File: src/rtl/cal_pkg.sv
package cal_pkg;
  localparam int BCD_W  = 8;
  localparam int NFIELD = 8;

  localparam int F_SEC   = 0;
  localparam int F_MIN   = 1;
  localparam int F_HOUR  = 2;
  localparam int F_DOW   = 3;
  localparam int F_DATE  = 4;
  localparam int F_MONTH = 5;
  localparam int F_YEAR  = 6;
  localparam int F_CENT  = 7;

  typedef logic [BCD_W-1:0] bcd_t;

  // lowest legal value per field (also the reset and wrap target)
  localparam bcd_t FIELD_LO [NFIELD] = '{8'h00, 8'h00, 8'h00, 8'h01,
                                         8'h01, 8'h01, 8'h00, 8'h00};
  // highest value per field (date uses a computed limit instead)
  localparam bcd_t FIELD_HI [NFIELD] = '{8'h59, 8'h59, 8'h23, 8'h07,
                                         8'h31, 8'h12, 8'h99, 8'h39};

  function automatic bcd_t bcd_inc(bcd_t v);
    bcd_t r;
    if (v[3:0] == 4'h9) r = {v[7:4] + 4'h1, 4'h0};
    else                r = {v[7:4], v[3:0] + 4'h1};
    return r;
  endfunction

  // year divisible by 4 <=> (2*tens + units) divisible by 4
  function automatic logic leap_year(bcd_t yr);
    logic [4:0] s;
    s = {yr[7:4], 1'b0} + {1'b0, yr[3:0]};
    return (s[1:0] == 2'b00);
  endfunction

  function automatic bcd_t last_day(bcd_t mon, bcd_t yr);
    bcd_t r;
    case (mon)
      8'h02:                      r = leap_year(yr) ? 8'h29 : 8'h28;
      8'h04, 8'h06, 8'h09, 8'h11: r = 8'h30;
      default:                    r = 8'h31;
    endcase
    return r;
  endfunction
endpackage

File: src/rtl/bcd_field_cnt.sv
module bcd_field_cnt
  import cal_pkg::*;
#(
  parameter bcd_t LO = 8'h00
) (
  input  logic clk,
  input  logic rst_n,
  input  logic load_i,
  input  bcd_t load_val_i,
  input  logic inc_i,
  input  bcd_t hi_i,
  output bcd_t val_o,
  output logic wrap_o
);
  bcd_t val_q, val_d;
  logic en;
  logic at_top;

  assign at_top = (val_q >= hi_i);

  always_comb begin
    en    = load_i | inc_i;
    val_d = val_q;
    if (load_i)     val_d = load_val_i;
    else if (inc_i) val_d = at_top ? LO : bcd_inc(val_q);
  end

  always_ff @(posedge clk or negedge rst_n) begin
    if (!rst_n)  val_q <= LO;
    else if (en) val_q <= val_d;
  end

  assign val_o  = val_q;
  assign wrap_o = inc_i & at_top & ~load_i;

  // a strobe stores the load value
  p_load_takes_r9: assert property (@(posedge clk) disable iff (!rst_n)
    load_i |=> (val_q == $past(load_val_i)));
  // a wrapping field returns to its lowest value
  p_wrap_to_lo_r1: assert property (@(posedge clk) disable iff (!rst_n)
    (inc_i && !load_i && at_top) |=> (val_q == LO));
  // without carry or load the field holds
  p_hold_r7: assert property (@(posedge clk) disable iff (!rst_n)
    (!inc_i && !load_i) |=> $stable(val_q));
endmodule

File: src/rtl/test_toggle.sv
module test_toggle (
  input  logic clk,
  input  logic rst_n,
  input  logic clr_i,
  input  logic en_i,
  input  logic tick_i,
  output logic phase_o
);
  logic phase_q, phase_d, upd;

  always_comb begin
    upd     = clr_i | (en_i & tick_i);
    phase_d = clr_i ? 1'b0 : ~phase_q;
  end

  always_ff @(posedge clk or negedge rst_n) begin
    if (!rst_n)   phase_q <= 1'b0;
    else if (upd) phase_q <= phase_d;
  end

  assign phase_o = phase_q;

  // each sampled 512 Hz tick inverts the phase
  p_toggle_r8: assert property (@(posedge clk) disable iff (!rst_n)
    (en_i && tick_i && !clr_i) |=> (phase_q != $past(phase_q)));
  // clearing leaves the phase at 0
  p_clear_r9: assert property (@(posedge clk) disable iff (!rst_n)
    clr_i |=> !phase_q);
endmodule

File: src/rtl/bcd_calendar.sv
module bcd_calendar
  import cal_pkg::*;
(
  input  logic       clk,
  input  logic       rst_n,
  input  logic       sec_tick_i,
  input  logic       tick512_i,
  input  logic       load_i,
  input  logic [7:0] load_sec_i,
  input  logic [7:0] load_min_i,
  input  logic [7:0] load_hour_i,
  input  logic [7:0] load_dow_i,
  input  logic [7:0] load_date_i,
  input  logic [7:0] load_month_i,
  input  logic [7:0] load_year_i,
  input  logic [7:0] load_cent_i,
  input  logic       osc_stop_i,
  input  logic       freq_test_i,
  output logic [7:0] sec_o,
  output logic [7:0] min_o,
  output logic [7:0] hour_o,
  output logic [7:0] dow_o,
  output logic [7:0] date_o,
  output logic [7:0] month_o,
  output logic [7:0] year_o,
  output logic [7:0] cent_o
);
  logic [NFIELD-1:0][BCD_W-1:0] ld_val, fld_q, hi_lim;
  logic [NFIELD-1:0]            carry, wrap;
  logic                         advance, phase;

  assign advance = sec_tick_i & ~osc_stop_i & ~load_i;

  always_comb begin
    ld_val[F_SEC]   = load_sec_i;
    ld_val[F_MIN]   = load_min_i;
    ld_val[F_HOUR]  = load_hour_i;
    ld_val[F_DOW]   = load_dow_i;
    ld_val[F_DATE]  = load_date_i;
    ld_val[F_MONTH] = load_month_i;
    ld_val[F_YEAR]  = load_year_i;
    ld_val[F_CENT]  = load_cent_i;
  end

  // carry order: the day-of-week and the date both follow the hour wrap
  always_comb begin
    carry[F_SEC]   = advance;
    carry[F_MIN]   = wrap[F_SEC];
    carry[F_HOUR]  = wrap[F_MIN];
    carry[F_DOW]   = wrap[F_HOUR];
    carry[F_DATE]  = wrap[F_HOUR];
    carry[F_MONTH] = wrap[F_DATE];
    carry[F_YEAR]  = wrap[F_MONTH];
    carry[F_CENT]  = wrap[F_YEAR];
  end

  for (genvar i = 0; i < NFIELD; i++) begin : g_field
    if (i == F_DATE) begin : g_dyn
      assign hi_lim[i] = last_day(fld_q[F_MONTH], fld_q[F_YEAR]);
    end else begin : g_fix
      assign hi_lim[i] = FIELD_HI[i];
    end
    bcd_field_cnt #(.LO(FIELD_LO[i])) u_cnt (
      .clk       (clk),
      .rst_n     (rst_n),
      .load_i    (load_i),
      .load_val_i(ld_val[i]),
      .inc_i     (carry[i]),
      .hi_i      (hi_lim[i]),
      .val_o     (fld_q[i]),
      .wrap_o    (wrap[i])
    );
  end

  test_toggle u_toggle (
    .clk    (clk),
    .rst_n  (rst_n),
    .clr_i  (load_i | ~freq_test_i),
    .en_i   (~osc_stop_i),
    .tick_i (tick512_i),
    .phase_o(phase)
  );

  assign sec_o   = {fld_q[F_SEC][7:1], fld_q[F_SEC][0] ^ phase};
  assign min_o   = fld_q[F_MIN];
  assign hour_o  = fld_q[F_HOUR];
  assign dow_o   = fld_q[F_DOW];
  assign date_o  = fld_q[F_DATE];
  assign month_o = fld_q[F_MONTH];
  assign year_o  = fld_q[F_YEAR];
  assign cent_o  = fld_q[F_CENT];

  // a stopped oscillator freezes every field
  p_stop_freeze_r7: assert property (@(posedge clk) disable iff (!rst_n)
    (osc_stop_i && !load_i) |=> $stable(fld_q));
  // the last tick of the day lands on midnight
  p_midnight_r2: assert property (@(posedge clk) disable iff (!rst_n)
    (advance && fld_q[F_SEC] == 8'h59 && fld_q[F_MIN] == 8'h59 &&
     fld_q[F_HOUR] == 8'h23)
    |=> (fld_q[F_HOUR] == 8'h00 && fld_q[F_MIN] == 8'h00 &&
         fld_q[F_SEC] == 8'h00));
  // without test mode the seconds output is the counted value
  p_no_test_r8: assert property (@(posedge clk) disable iff (!rst_n)
    $past(!freq_test_i) |-> (sec_o == fld_q[F_SEC]));
endmodule

File: config.mk
export PLATFORM = sky130hd
export DESIGN_NAME = bcd_calendar
export DESIGN_NICKNAME = d
export VERILOG_FILES = /design/src/rtl/cal_pkg.sv /design/src/rtl/bcd_field_cnt.sv /design/src/rtl/test_toggle.sv /design/src/rtl/bcd_calendar.sv
export SDC_FILE = /design/constraint.sdc
export NUM_CORES = 1
export LEC_CHECK = 0
export ABC_AREA = 0
export BUFFER_PORTS_ARGS = -buffer_cell sky130_fd_sc_hd__buf_2
export CORE_UTILIZATION = 50
export DETAILED_ROUTE_END_ITERATION = 8
export MAX_ROUTING_LAYER = met4
export PLACE_DENSITY = 0.73
export SKIP_LAST_GASP = 1
export SYNTH_ARGS = -nofsm -noshare
export SYNTH_HDL_FRONTEND = slang
export SYNTH_SLANG_ARGS = --single-unit
File: constraint.sdc
create_clock -name clk -period 5.1 [get_ports clk]
set_input_delay 0.255 -clock clk [delete_from_list [all_inputs] [get_ports clk]]
set_output_delay 0.255 -clock clk [all_outputs]
set_load 0.01 [all_outputs]
==> Yosys cells after proc, flatten, opt, wreduce, memory -nomap -nowiden <==
Cells that the tools add are included.
{ "classes": {"n_addsub": 17, "multipliers": 0, "n_div": 0, "order_cmp": 8, "eq_ne": 13, "n_shift": 0, "mux": 35, "bitwise_logic": 29, "n_reduce_logical": 32} }
{ "ops": {"columns": ["op", "n"], "rows": [
  ["8-bit two-way mux", 32],
  ["4-bit by 1-bit adder with 4-bit output (second input constant)", 16],
  ["4-bit equality test (second input constant)", 8],
  ["3-bit AND reduction", 8],
  ["3-bit nonzero test", 8],
  ["8-bit by 3-bit equality test with 1-bit output (second input constant)", 2],
  ["8-bit by 6-bit greater-or-equal comparator with 1-bit output (second input constant)", 2],
  ["8-bit by 7-bit greater-or-equal comparator with 1-bit output (second input constant)", 2],
  ["1-bit AND", 15],
  ["2-bit AND reduction", 7],
  ["2-bit nonzero test", 7],
  ["5-bit one-hot mux with 2 select lines", 1],
  ["1-bit bitwise OR", 9],
  ["8-bit by 2-bit equality test with 1-bit output (second input constant)", 1],
  ["8-bit by 4-bit equality test with 1-bit output (second input constant)", 1],
  ["8-bit by 5-bit equality test with 1-bit output (second input constant)", 1],
  ["8-bit by 3-bit greater-or-equal comparator with 1-bit output (second input constant)", 1],
  ["8-bit by 5-bit greater-or-equal comparator with 1-bit output (second input constant)", 1],
  ["8-bit by 6-bit greater-or-equal comparator with 1-bit output", 1],
  ["8-bit greater-or-equal comparator (second input constant)", 1],
  ["1-bit inverter", 4],
  ["4-bit OR reduction", 1],
  ["2-bit adder", 1],
  ["2-bit logical NOT", 1],
  ["2 further kinds", 3]
]} }
{ "word_totals": {"reg_bits": 65, "latch_bits": 0, "ram_bits": 0, "romBits": 0, "out_inout_bits": 64, "memories": 0} }

==> Longest topological paths before layout <==
Gate-level depths: netlist (run 1).
{ "depth": {"word_depth": 17, "depth_mapped": 12, "ltp_nobuf": 12} }

==> Cells and area by module <==
Synthesis (run 1) repeated with hierarchy kept, for this count alone.
{ "hier_totals": {"hier_cells": 752, "hier_area_um2": 6336.1} }
{ "modules_own_cells": {"columns": ["module", "instances", "cells_per_inst", "area_per_inst_um2", "seq_area_each_um2"], "rows": [
  ["bcd_field_cnt (g_field[0].u_cnt ...)", 5, 89, 743.2, 200.2],
  ["bcd_field_cnt (g_field[3].u_cnt ...)", 3, 95, 818.3, 201.4],
  ["bcd_calendar", 1, 18, 113.9, 0.0],
  ["test_toggle", 1, 4, 51.3, 25.0]
]} }

==> Worst setup path after synthesis (run 1) <==
OpenSTA, ideal clock, no wires.
{ "synth_timing": {"path_type": "flip-flop to flip-flop", "start": "reg g_field[5].u_cnt.val_q[5]", "end": "reg g_field[4].u_cnt.val_q[5]", "setup_time_ns": 0.128, "arrival_ns": 2.695, "setup_slack_ns": 2.277, "stages_incl_launch_ff": 12, "path_cell_list": "dfrtp_1 > inv_1 > ha_1 > mux2_2 > a31oi_1 > ha_1 > nor4b_1 > o21ai_0 > nor3_1 > nor2_1 > nor2_1 > mux2_1"} }
{ "synth_between": {"elab_chain_cells": 7} }
{ "synth_lines": {"columns": ["element", "line", "source"], "rows": [
  ["start: declaration", "bcd_field_cnt.sv:15", "bcd_t val_q, val_d;"],
  ["start signal: assignment", "bcd_field_cnt.sv:30", "else if (en) val_q <= val_d;"],
  ["8-bit by 3-bit equality test with 1-bit output, or another cell as far along", "cal_pkg.sv:39", "case (mon)"],
  ["4-bit OR reduction", "cal_pkg.sv:39", null],
  ["5-bit one-hot mux with 2 select lines *", "cal_pkg.sv:39", null],
  ["8-bit by 6-bit greater-or-equal comparator with 1-bit output *", "bcd_field_cnt.sv:19", "assign at_top = (val_q >= hi_i);"],
  ["8-bit two-way mux (2 in a row)", "bcd_field_cnt.sv:25", "else if (inc_i) val_d = at_top ? LO : bcd_inc(val_q);"],
  ["8-bit two-way mux", "bcd_field_cnt.sv:24", "if (load_i) val_d = load_val_i;"],
  ["end signal: assignment", "bcd_field_cnt.sv:30", null],
  ["end: declaration", "bcd_field_cnt.sv:15", null]
]} }
Mark *: on every way between the ends. The rest lies on a longest branch, timed or not. The select of a mux whose other input is x is not followed.
A chain may end at the register's enable or synchronous reset.

==> Worst setup path after layout (run 1) <==
{ "layout_timing": {"start": "reg g_field[5].u_cnt.val_q[5]", "end": "reg g_field[4].u_cnt.val_q[6]"} }
The elaborated chain is that of the path after synthesis.

==> results_dict.tcl, run 1 <==
set metrics [dict create \
    irDropWorstVdd_mv 0.1518 \
    grt_usage_pct 25.56 \
    m1WireLength_um 5505 \
    final_common_cell "buf_2" \
    fp.dieArea_um2 9990 \
    root_buffer "clkbuf_8" \
    timing.slew.headroom_pct 40.28 \
    vias_per_cell 5.692 \
    highest_layer "met4" \
    cts_tree "yes" \
    port_buffers 134 \
    power_density_nw_per_um2 285.0 \
    end_kind "register" \
    synth_ff_type "dfrtp_1" \
    maxSlewViolCount 0 \
    hold_slack_ns 0.09956 \
    drc 0 \
    yosysWarnings 0 \
    synthesis.area_um2 4797 \
    rsz0062_at_grt "false" \
    hold_buffers 0 \
    cts_max_path_buffers 2 \
    ys_seq_elements 65 \
    ys_async_sr_fraction_pct 100.0 \
    hp-class "input port to asynchronous set/reset pin" \
    grt_pass1_wl_um 19830 \
    path_max_fanout 6 \
    synth_edf_count 0 \
    met3WireLength_um 619 \
    initial_core_util_pct 51.67 \
    arrival_ns 3.40 \
    nNetsFinal 722 \
    crit_required_ns 5.31 \
    fin_setup_tns_ns 0 \
    clkSlewWorstSetupHoldPaths_ns 0.08 \
    design_power_total_mw 1.507 \
    worstSetupPathType "register to register" \
    finalHoldViolations 0 \
    fmax_mhz 314.0 \
    leakage_nw 2.447 \
    yosysSeqAreaShare_pct 33.99 \
    wl_per_cell_um 15.75 \
    ant_nets 0 \
    rows 35 \
    place_hpwl_um 8590 \
    wirelength_um 11950 \
    synth.avg_cell_area_um2 8.536 \
    fp.dieH_um 99.95 \
    most-common-layout-cells "buf_2 (133), nand2_1 (63), dfrtp_1 (62)" \
    area_growth_pct 10.20 \
    layout_min_cycle_time_ns 3.185 \
    status "complete, no violations" \
    fin_area_um2 5286 \
    coreArea_um2 9284 \
    critPathLaunchType "register" \
    gp_congestion 0.8730 \
    post_dp_cell_area_um2 5091 \
    grt_pass1_vias 4097 \
    cts_buffers 9 \
    vias 4320 \
    cts_resized 0 \
    first_pass_iters 5 \
    max_slew.worst_pin.slew_ns 0.8891 \
    drt-initial-drc-count 280 \
    die_w_um 99.95 \
    drv_cap 0 \
    wl_met2_um 5530 \
    antenna_found_initial 0 \
    post_cts_buffers 0 \
    h-tree-depth 3 \
    clkLatencyLatePin_ns 0.33 \
    grt_max_degree 67 \
    synth_cells 562 \
    antennaDiodeCount 0 \
    grt_overflow_total 0 \
    postLayoutCoreUtil_pct 56.94 \
    setup_viol 0 \
    syn_nets 658 \
    clock_sinks 65 \
    ys_types 76 \
    skew_ns 0.01194 \
    io_pins 135 \
    post-route-period-util_pct 62.45 \
    drive_gt1_share_pct 27.62 \
]
## per-layer routing
metal	GRT usage, %	vias to the layer above
met2	39.89	144
li1	-	2105
met5	-	-
met4	9.502	0
met3	4.318	26
met1	33.41	2045
## flip-flops by register name, indices dropped and copies added, names as in the netlist
signal               cells
g_field.u_cnt.val_o     64
u_toggle.phase_o         1
## power breakdown
part	switching (mW)	leakage, nW	internal (mW)
logic	0.223	1.56	0.168
clock network	0.204	0.102	0.249
registers	0.0891	0.786	0.574
## synth_stat cells, drive strengths merged (3+ instances only)
| library cell | count | share of area [%] |
|---|---|---|
| ha | 25 | 6.5 |
| nor3 | 21 | 2.3 |
| a31oi | 8 | 1.0 |
| nand3 | 27 | 2.9 |
| o21ai | 44 | 4.7 |
| nor2b | 4 | 0.52 |
| nand2b | 3 | 0.39 |
| mux2 | 5 | 1.2 |
| or3 | 9 | 1.3 |
| buf | 68 | 10 |
| a211oi | 8 | 1.4 |
| clkbuf | 15 | 1.2 |
| nand4 | 6 | 0.78 |
| a21oi | 28 | 3.2 |
| or4 | 4 | 0.78 |
| dfrtp | 62 | 32 |
| o211ai | 6 | 0.94 |
| a22o | 5 | 0.91 |
| a221o | 3 | 0.63 |
| o21a | 3 | 0.47 |
| xnor2 | 3 | 0.55 |
| nor4 | 3 | 0.83 |
| inv | 23 | 1.8 |
| a32o | 3 | 0.63 |
| nor2 | 37 | 2.9 |
| mux2i | 6 | 1.3 |
| nand2 | 64 | 5.1 |
| o311ai | 7 | 1.3 |
| a21o | 5 | 0.78 |
| nor3b | 6 | 0.94 |
| dfstp | 3 | 1.6 |
| nor4b | 6 | 1.1 |
## through the flow
step / cells / setup slack (ns)
after floorplan: 562 / 2.277
after global placement: 744 / 2.077
after detailed placement: 744 / 1.926
after CTS: 759 / 1.900
after global routing: 759 / 1.606
final: 759 / 1.915
## final timing paths
check                                           from                   endpoint  slack (ns)  cells after the start
min in group clk                      load_cent_i[6]  g_field[7].u_cnt.val_o[6]        0.12                      3
min reg2reg                g_field[3].u_cnt.val_o[7]  g_field[3].u_cnt.val_o[7]        0.52                      1
max in group asynchronous                      rst_n  g_field[5].u_cnt.val_o[4]        4.42                      2
max                        g_field[5].u_cnt.val_o[5]  g_field[4].u_cnt.val_o[6]        1.92                     11
max reg2reg                g_field[5].u_cnt.val_o[5]  g_field[4].u_cnt.val_o[6]        1.92                     11
min                                            rst_n  g_field[1].u_cnt.val_o[6]         0.1                      2
## logic make-up after synthesis
kind of cell | share of synthesized area (%)
mux | 2.426
fa+ha+maj | 6.521
flops | 33.99
xor+xnor | 0.9131
simple gates | 21.62
buf+inv | 13.38
compound gates | 21.15
## critical path: stages, from the launching register on
cell and delay (ns):
dfrtp_1 0.42, inv_1 0.09, ha_1 0.25, mux2_2 0.28, a31oi_1 0.20, ha_1 0.26
nor4b_1 0.31, o21ai_0 0.18, nor3_1 0.47, nor2_1 0.11, nor2_1 0.18, mux2_1 0.34
## cell type report
type	count	area, um^2
Clock inverter	3	40.04
Fill cell	878	3998
Multi-Input combinational cell	391	2525
Clock buffer	12	155.1
Timing Repair Buffer	136	688.2
Sequential cell	65	1630
Tap cell	129	161.4
Inverter	23	86.33
Note: power is estimated with default switching activity, not from simulation.
==> run 2, diff against run 1 <==
Settings changed: ABC_AREA 0 to 1.
Clock period 5.1 ns to 3.1 ns, I/O delays scaled along.
==> run 2 against run 1 <==
Compared with the run above:
- the flow now finishes with violations (hold timing)
- core utilization about the same
- synthesized cell count increased by 12%
- count of clock-buffer cells in the layout decreased by 1
- hold slack got worse by 0.10 ns
- die area decreased by 0.59%
- setup slack got worse by 1.6 ns
- register-to-register slack got worse by 1.6 ns
- sequential cell count unchanged
- cell area decreased by 0.50%
- first-iteration DRC count decreased by 17%
- total power increased by 96%
- critical path type unchanged
==> results_dict.tcl, run 2 <==
set metrics [dict create \
    fp.dieArea_um2 9931 \
    drt-initial-drc-count 232 \
    leakage_nw 2.777 \
    synth_most_common_cell "nand2_1" \
    post_dp_cell_area_um2 5090 \
    fin_area_um2 5260 \
    cts_buffers 9 \
    n_fill_cell 891 \
    timing.slew.headroom_pct 43.66 \
    finalHoldViolations 1 \
    grt_pass1_vias 4004 \
    yosysTopAreaCellShare_pct 32.54 \
    drc 0 \
    rows 35 \
    drive_gt1_share_pct 25.81 \
    comb_power_share_pct 36.5 \
    synthTopCellsByArea "dfrtp_1 (33%), nand2_1 (14%), buf_4 (9.9%), ha_1 (6.6%), inv_1 (4.4%)" \
    r2r-start "g_field[5].u_cnt.val_o[0]" \
    nNetsFinal 801 \
    final_common_cell "nand2_1" \
    max_slew.worst_pin.slew_ns 0.8451 \
    switchingPower_mw 1.200 \
    rsz0062_at_grt "false" \
    synth_ff_type "dfrtp_1" \
    hp-class "input port to asynchronous set/reset pin" \
    crit_required_ns 3.32 \
    status "finished with violations" \
    antennaDiodeCount 0 \
    layout_min_cycle_time_ns 2.751 \
    startpoint "g_field[5].u_cnt.val_o[0]" \
    skew_ns 0.008210 \
    hold_buffers 0 \
    reg2reg_depth 16 \
    end_kind "register" \
    grt_usage_pct 23.74 \
    fmax_mhz 363.5 \
    most-common-layout-cells "nand2_1 (172), buf_2 (134), dfrtp_1 (62)" \
    worst-r2r-setup-slack_ns 0.35 \
    area_growth_pct 10.31 \
    die_w_um 99.66 \
    fin_setup_tns_ns 0 \
    place_ws_ns 0.3247 \
    first_pass_iters 5 \
    vias_per_cell 5.061 \
    vias 4241 \
    io_pins 135 \
    wl_per_cell_um 13.11 \
    h-tree-depth 3 \
    grt_overflow_total 0 \
    synthesis.area_um2 4768 \
    initial_core_util_pct 51.60 \
    critPathLaunchType "register" \
    clock_sinks 65 \
    switching_share_pct 40.57 \
    violations "hold timing" \
    ys_async_sr_fraction_pct 100.0 \
    synth_edf_count 0 \
    yosysWarnings 0 \
    cts_max_path_buffers 2 \
    clkSlewWorstSetupHoldPaths_ns 0.07 \
    power_density_nw_per_um2 562.5 \
    root_buffer "clkbuf_8" \
    synth.avg_cell_area_um2 7.569 \
    hold_slack_ns -0.001580 \
    ys_types 44 \
    coreArea_um2 9240 \
    yosysSeqAreaShare_pct 34.19 \
    antenna_found_initial 0 \
    setup_viol 0 \
    synth_common_cells "nand2_1 (172), buf_4 (63), dfrtp_1 (62)" \
    post-route-period-util_pct 88.75 \
    synth_area_leader_cell "dfrtp_1" \
    syn_nets 726 \
    fin_ws_ns 0.3487 \
    timing.rr.end "g_field[7].u_cnt.val_o[6]" \
    crit_end "g_field[7].u_cnt.val_o[6]" \
    drv_cap 0 \
    ant_nets 0 \
    cts_tree "yes" \
    place_hpwl_um 8295 \
    synth_cells 630 \
    irDropWorstVdd_mv 0.2213 \
    arrival_ns 2.97 \
    port_buffers 134 \
    wirelength_um 10990 \
    ys_seq_elements 65 \
    power_frac_clock_pct 20.9 \
    path_max_fanout 15 \
    gp_congestion 0.8667 \
    grt_max_degree 66 \
    fp.dieH_um 99.66 \
    grt_pass1_wl_um 18170 \
    sequentialPowerShare_pct 42.5 \
    clkLatencyLatePin_ns 0.33 \
    maxSlewViolCount 0 \
    p_int_mw 1.759 \
    worstSetupPathType "register to register" \
    largest_register_ffs 64 \
]
run 2: worst max-delay path: stages, from the launching register on:
cell and delay [ns]:
dfstp_2 0.60, inv_1 0.09, nor2_2 0.14, nand3_1 0.14, o31a_1 0.13, o21ai_0 0.18, nor2_1 0.08, ha_1 0.27
nand2_1 0.05, nor2_1 0.10, nand2_1 0.06, nand3_1 0.18, nand3_2 0.14, nand2_4 0.19, nand4_2 0.15, nand2_1 0.09
nand2_1 0.05
run 2: final cells by class:
cell class,count,area (um^2),share of cell area (%)
clock inverters,4,20.02,0.3806
multi-input cells,433,2381,45.27
clock buffers,11,141.4,2.688
repair buffers,138,700.7,13.32
flip-flops and latches,65,1630,30.99
inverters,58,225.2,4.282
well taps,129,161.4,3.069
run 2: how the worst min path moves through the flow:
stage                               start                         to  depth (start not counted)
after CTS                  load_hour_i[7]  g_field[2].u_cnt.val_o[7]                          3
after detailed placement  load_month_i[7]  g_field[5].u_cnt.val_o[7]                          3
after floorplan                     rst_n  g_field[0].u_cnt.val_o[0]                          0
after global placement    load_month_i[7]  g_field[5].u_cnt.val_o[7]                          3
after global routing       load_date_i[7]  g_field[4].u_cnt.val_o[7]                          3
final                               rst_n           u_toggle.phase_o                          2
run 2: what timing repair did:
action / CTS / global route
endpoints found under the setup margin: 0 / 1
buffers inserted: 0 / 0
resized for setup: 0 / 2
run 2: cell families after synthesis:
kind of cell | count (synthesis) | synth area share, %
AOI/OAI and AO/OA | 100 | 12.18
and+or+nand+nor | 292 | 28.08
DFF | 65 | 34.19
xor gates and xnor gates | 16 | 2.939
adders and majority gates | 25 | 6.560
buffers and inverters | 132 | 16.06
run 2: stage by stage:
stage	utilization, %	std cells	total power, mW
2_1_floorplan	-	630	2.158
3_3_place_gp	55.08	823	2.309
3_5_place_dp	55.08	823	2.350
4_1_cts	56.83	838	2.988
5_1_grt	56.93	838	3.201
6_report	56.93	838	2.959
run 2: power by group through the flow:
| stage | Clock (mW) | Sequential (mW) | Combinational, mW |
|---|---|---|---|
| finish | 0.619 | 1.26 | 1.08 |
| global route | 0.678 | 1.29 | 1.23 |
| CTS | 0.646 | 1.25 | 1.09 |
| detailed placement | 0 | 1.27 | 1.08 |
| global placement | 0 | 1.25 | 1.05 |
| floorplan | 0 | 1.20 | 0.955 |
run 2: metal layers:
metal / share of wire [%] / global-route usage, % / vias up
met4: 1.0 / 6.787 / 0
li1: - / - / 2149
met5: 0 / - / -
met2: 49 / 39.64 / 126
met1: 44 / 28.94 / 1953
met3: 5.3 / 5.200 / 13
==> run 3, diff against run 2 <==
==> constraint.sdc (replaced) <==
create_clock -name clk -period 3.1 [get_ports clk]
set_input_delay 0.465 -clock clk [delete_from_list [all_inputs] [get_ports clk]]
set_output_delay 0.465 -clock clk [all_outputs]
set_load 0.01 [all_outputs]
==> run 3 against run 2 <==
Compared with the run above:
- sequential cell count unchanged
- the flow now finishes without violations
- wire length up 0.43%
- first-iteration DRC count down 26%
- critical endpoint is now g_field[7].u_cnt.val_o[4]
- non-clock buffer count unchanged
==> results_dict.tcl, run 3 (synthesis results as in run 2) <==
set metrics [dict create \
    final_common_cell "nand2_1" \
    vias 4310 \
    drive_gt1_share_pct 25.77 \
    antennaDiodeCount 0 \
    cts_tree "yes" \
    rsz0062_at_grt "false" \
    grt_overflow_total 0 \
    critPathLaunchType "register" \
    root_buffer "clkbuf_8" \
    arrival_ns 3.02 \
    ant_nets 0 \
    layout_min_cycle_time_ns 2.795 \
    final_cells 839 \
    fin_ws_ns 0.3046 \
    grt_pass1_vias 3971 \
    drt-initial-drc-count 171 \
    clkSlewWorstSetupHoldPaths_ns 0.08 \
    coreArea_um2 9240 \
    place_ws_ns 0.2843 \
    switching_share_pct 37.67 \
    first_pass_iters 4 \
    area_growth_pct 11.99 \
    finalHoldViolations 0 \
    timing.rr.end "g_field[7].u_cnt.val_o[4]" \
    cts_buffers 9 \
    post_cts_buffers 0 \
    clkLatencyLatePin_ns 0.34 \
    grt_usage_pct 23.21 \
    maxSlewViolCount 0 \
    power_frac_clock_pct 27.6 \
    gp_congestion 0.8702 \
    power_density_nw_per_um2 604.1 \
    drv_cap 0 \
    cts_max_path_buffers 2 \
    port_buffers 134 \
    antenna_found_initial 0 \
    grt_max_degree 66 \
    die_w_um 99.66 \
    fmax_mhz 357.7 \
    hp-class "input port to asynchronous set/reset pin" \
    initial_core_util_pct 51.60 \
    h-tree-depth 3 \
    most-common-layout-cells "nand2_1 (172), buf_2 (134), dfrtp_1 (62)" \
    io_pins 135 \
    p_int_mw 2.011 \
    largest_register_ffs 64 \
    post_dp_cell_area_um2 5090 \
    hold_slack_ns 0.3038 \
    fin_setup_tns_ns 0 \
    reg2reg_depth 16 \
    status "complete, no violations" \
    clock_sinks 65 \
    skew_ns 0.01360 \
    n_fill_cell 904 \
    switchingPower_mw 1.215 \
    grt_pass1_wl_um 17970 \
    worst-r2r-setup-slack_ns 0.30 \
    post-route-period-util_pct 90.17 \
    crit_required_ns 3.33 \
    vias_per_cell 5.137 \
    sequentialPowerShare_pct 39.0 \
    max_slew.worst_pin.slew_ns 0.8245 \
    wl_per_cell_um 13.15 \
    end_kind "register" \
    comb_power_share_pct 33.5 \
    dp_cells 823 \
    place_hpwl_um 8305 \
    wirelength_um 11030 \
    path_max_fanout 15 \
    leakage_nw 2.807 \
    fp.dieH_um 99.66 \
    hold_buffers 0 \
    fin_area_um2 5340 \
    fp.dieArea_um2 9931 \
    irDropWorstVdd_mv 0.2849 \
    setup_viol 0 \
    drc 0 \
    r2r-start "g_field[5].u_cnt.val_o[0]" \
    rows 35 \
    nNetsFinal 801 \
    worstSetupPathType "register to register" \
    timing.slew.headroom_pct 45.03 \
]
[run 3: changes by cell type in the layout (fill, tap and decap cells not counted), sizes merged]
cell,before,now
clkinv,4,1
clkinvlp,0,1
bufinv,0,3
[run 3: routing by layer]
metal	track usage [%]	wire, um	vias up
li1	-	-	2157
met1	28.02	4992	2029
met2	40.49	5482	112
met3	3.443	441	12
met4	6.222	116	0
met5	-	0	-
[run 3: power groups by stage]
stage               clock [mW]  combinational (mW)  sequential [mW]
global placement             0                1.06             1.26
floorplan                    0               0.955             1.20
CTS                      0.902                1.09             1.25
global route             0.937                1.23             1.28
detailed placement           0                1.09             1.27
finish                   0.890                1.08             1.26
[run 3: how the worst max path moves through the flow]
stage / start / end / cells past startpoint
2_1_floorplan: g_field[5].u_cnt.val_o[6] / g_field[4].u_cnt.val_o[2] / 16
3_3_place_gp: g_field[5].u_cnt.val_o[0] / g_field[7].u_cnt.val_o[6] / 16
3_5_place_dp: g_field[5].u_cnt.val_o[5] / g_field[7].u_cnt.val_o[4] / 17
4_1_cts: g_field[5].u_cnt.val_o[5] / g_field[7].u_cnt.val_o[4] / 17
5_1_grt: g_field[5].u_cnt.val_o[5] / g_field[5].u_cnt.val_o[6] / 17
6_report: g_field[5].u_cnt.val_o[0] / g_field[7].u_cnt.val_o[4] / 16
[run 3: area by class of cell]
cell class	count	area (um^2)	share of cell area [%]
flip-flops and latches	65	1630	30.53
inverters	58	225.2	4.217
multi-input cells	433	2379	44.54
clock buffers	11	141.4	2.648
repair buffers	138	700.7	13.12
clock inverters	5	102.6	1.921
well taps	129	161.4	3.022
[run 3: per-stage QoR]
stage	power, mW	util (%)
2_1_floorplan	2.158	-
3_3_place_gp	2.314	55.08
3_5_place_dp	2.351	55.08
4_1_cts	3.246	57.73
5_1_grt	3.448	57.79
6_report	3.226	57.79
[run 3: worst max-delay path, stage by stage (launching register included)]
cell	delay (ns)
dfstp_2	0.61
inv_1	0.09
nor2_1	0.19
nand3_1	0.16
o31a_1	0.13
o21ai_0	0.16
nor2_1	0.07
ha_1	0.27
nand2_1	0.05
nor2_1	0.11
nand2_1	0.06
nand3_1	0.17
nand3_2	0.13
nand2_4	0.19
nand4_2	0.15
nand2_1	0.10
nand2_1	0.05
[run 3: what timing repair did]
action,4_1_cts,5_1_grt
endpoints found under the hold margin,0,0
endpoints found under the setup margin,0,23
resized for setup,0,1
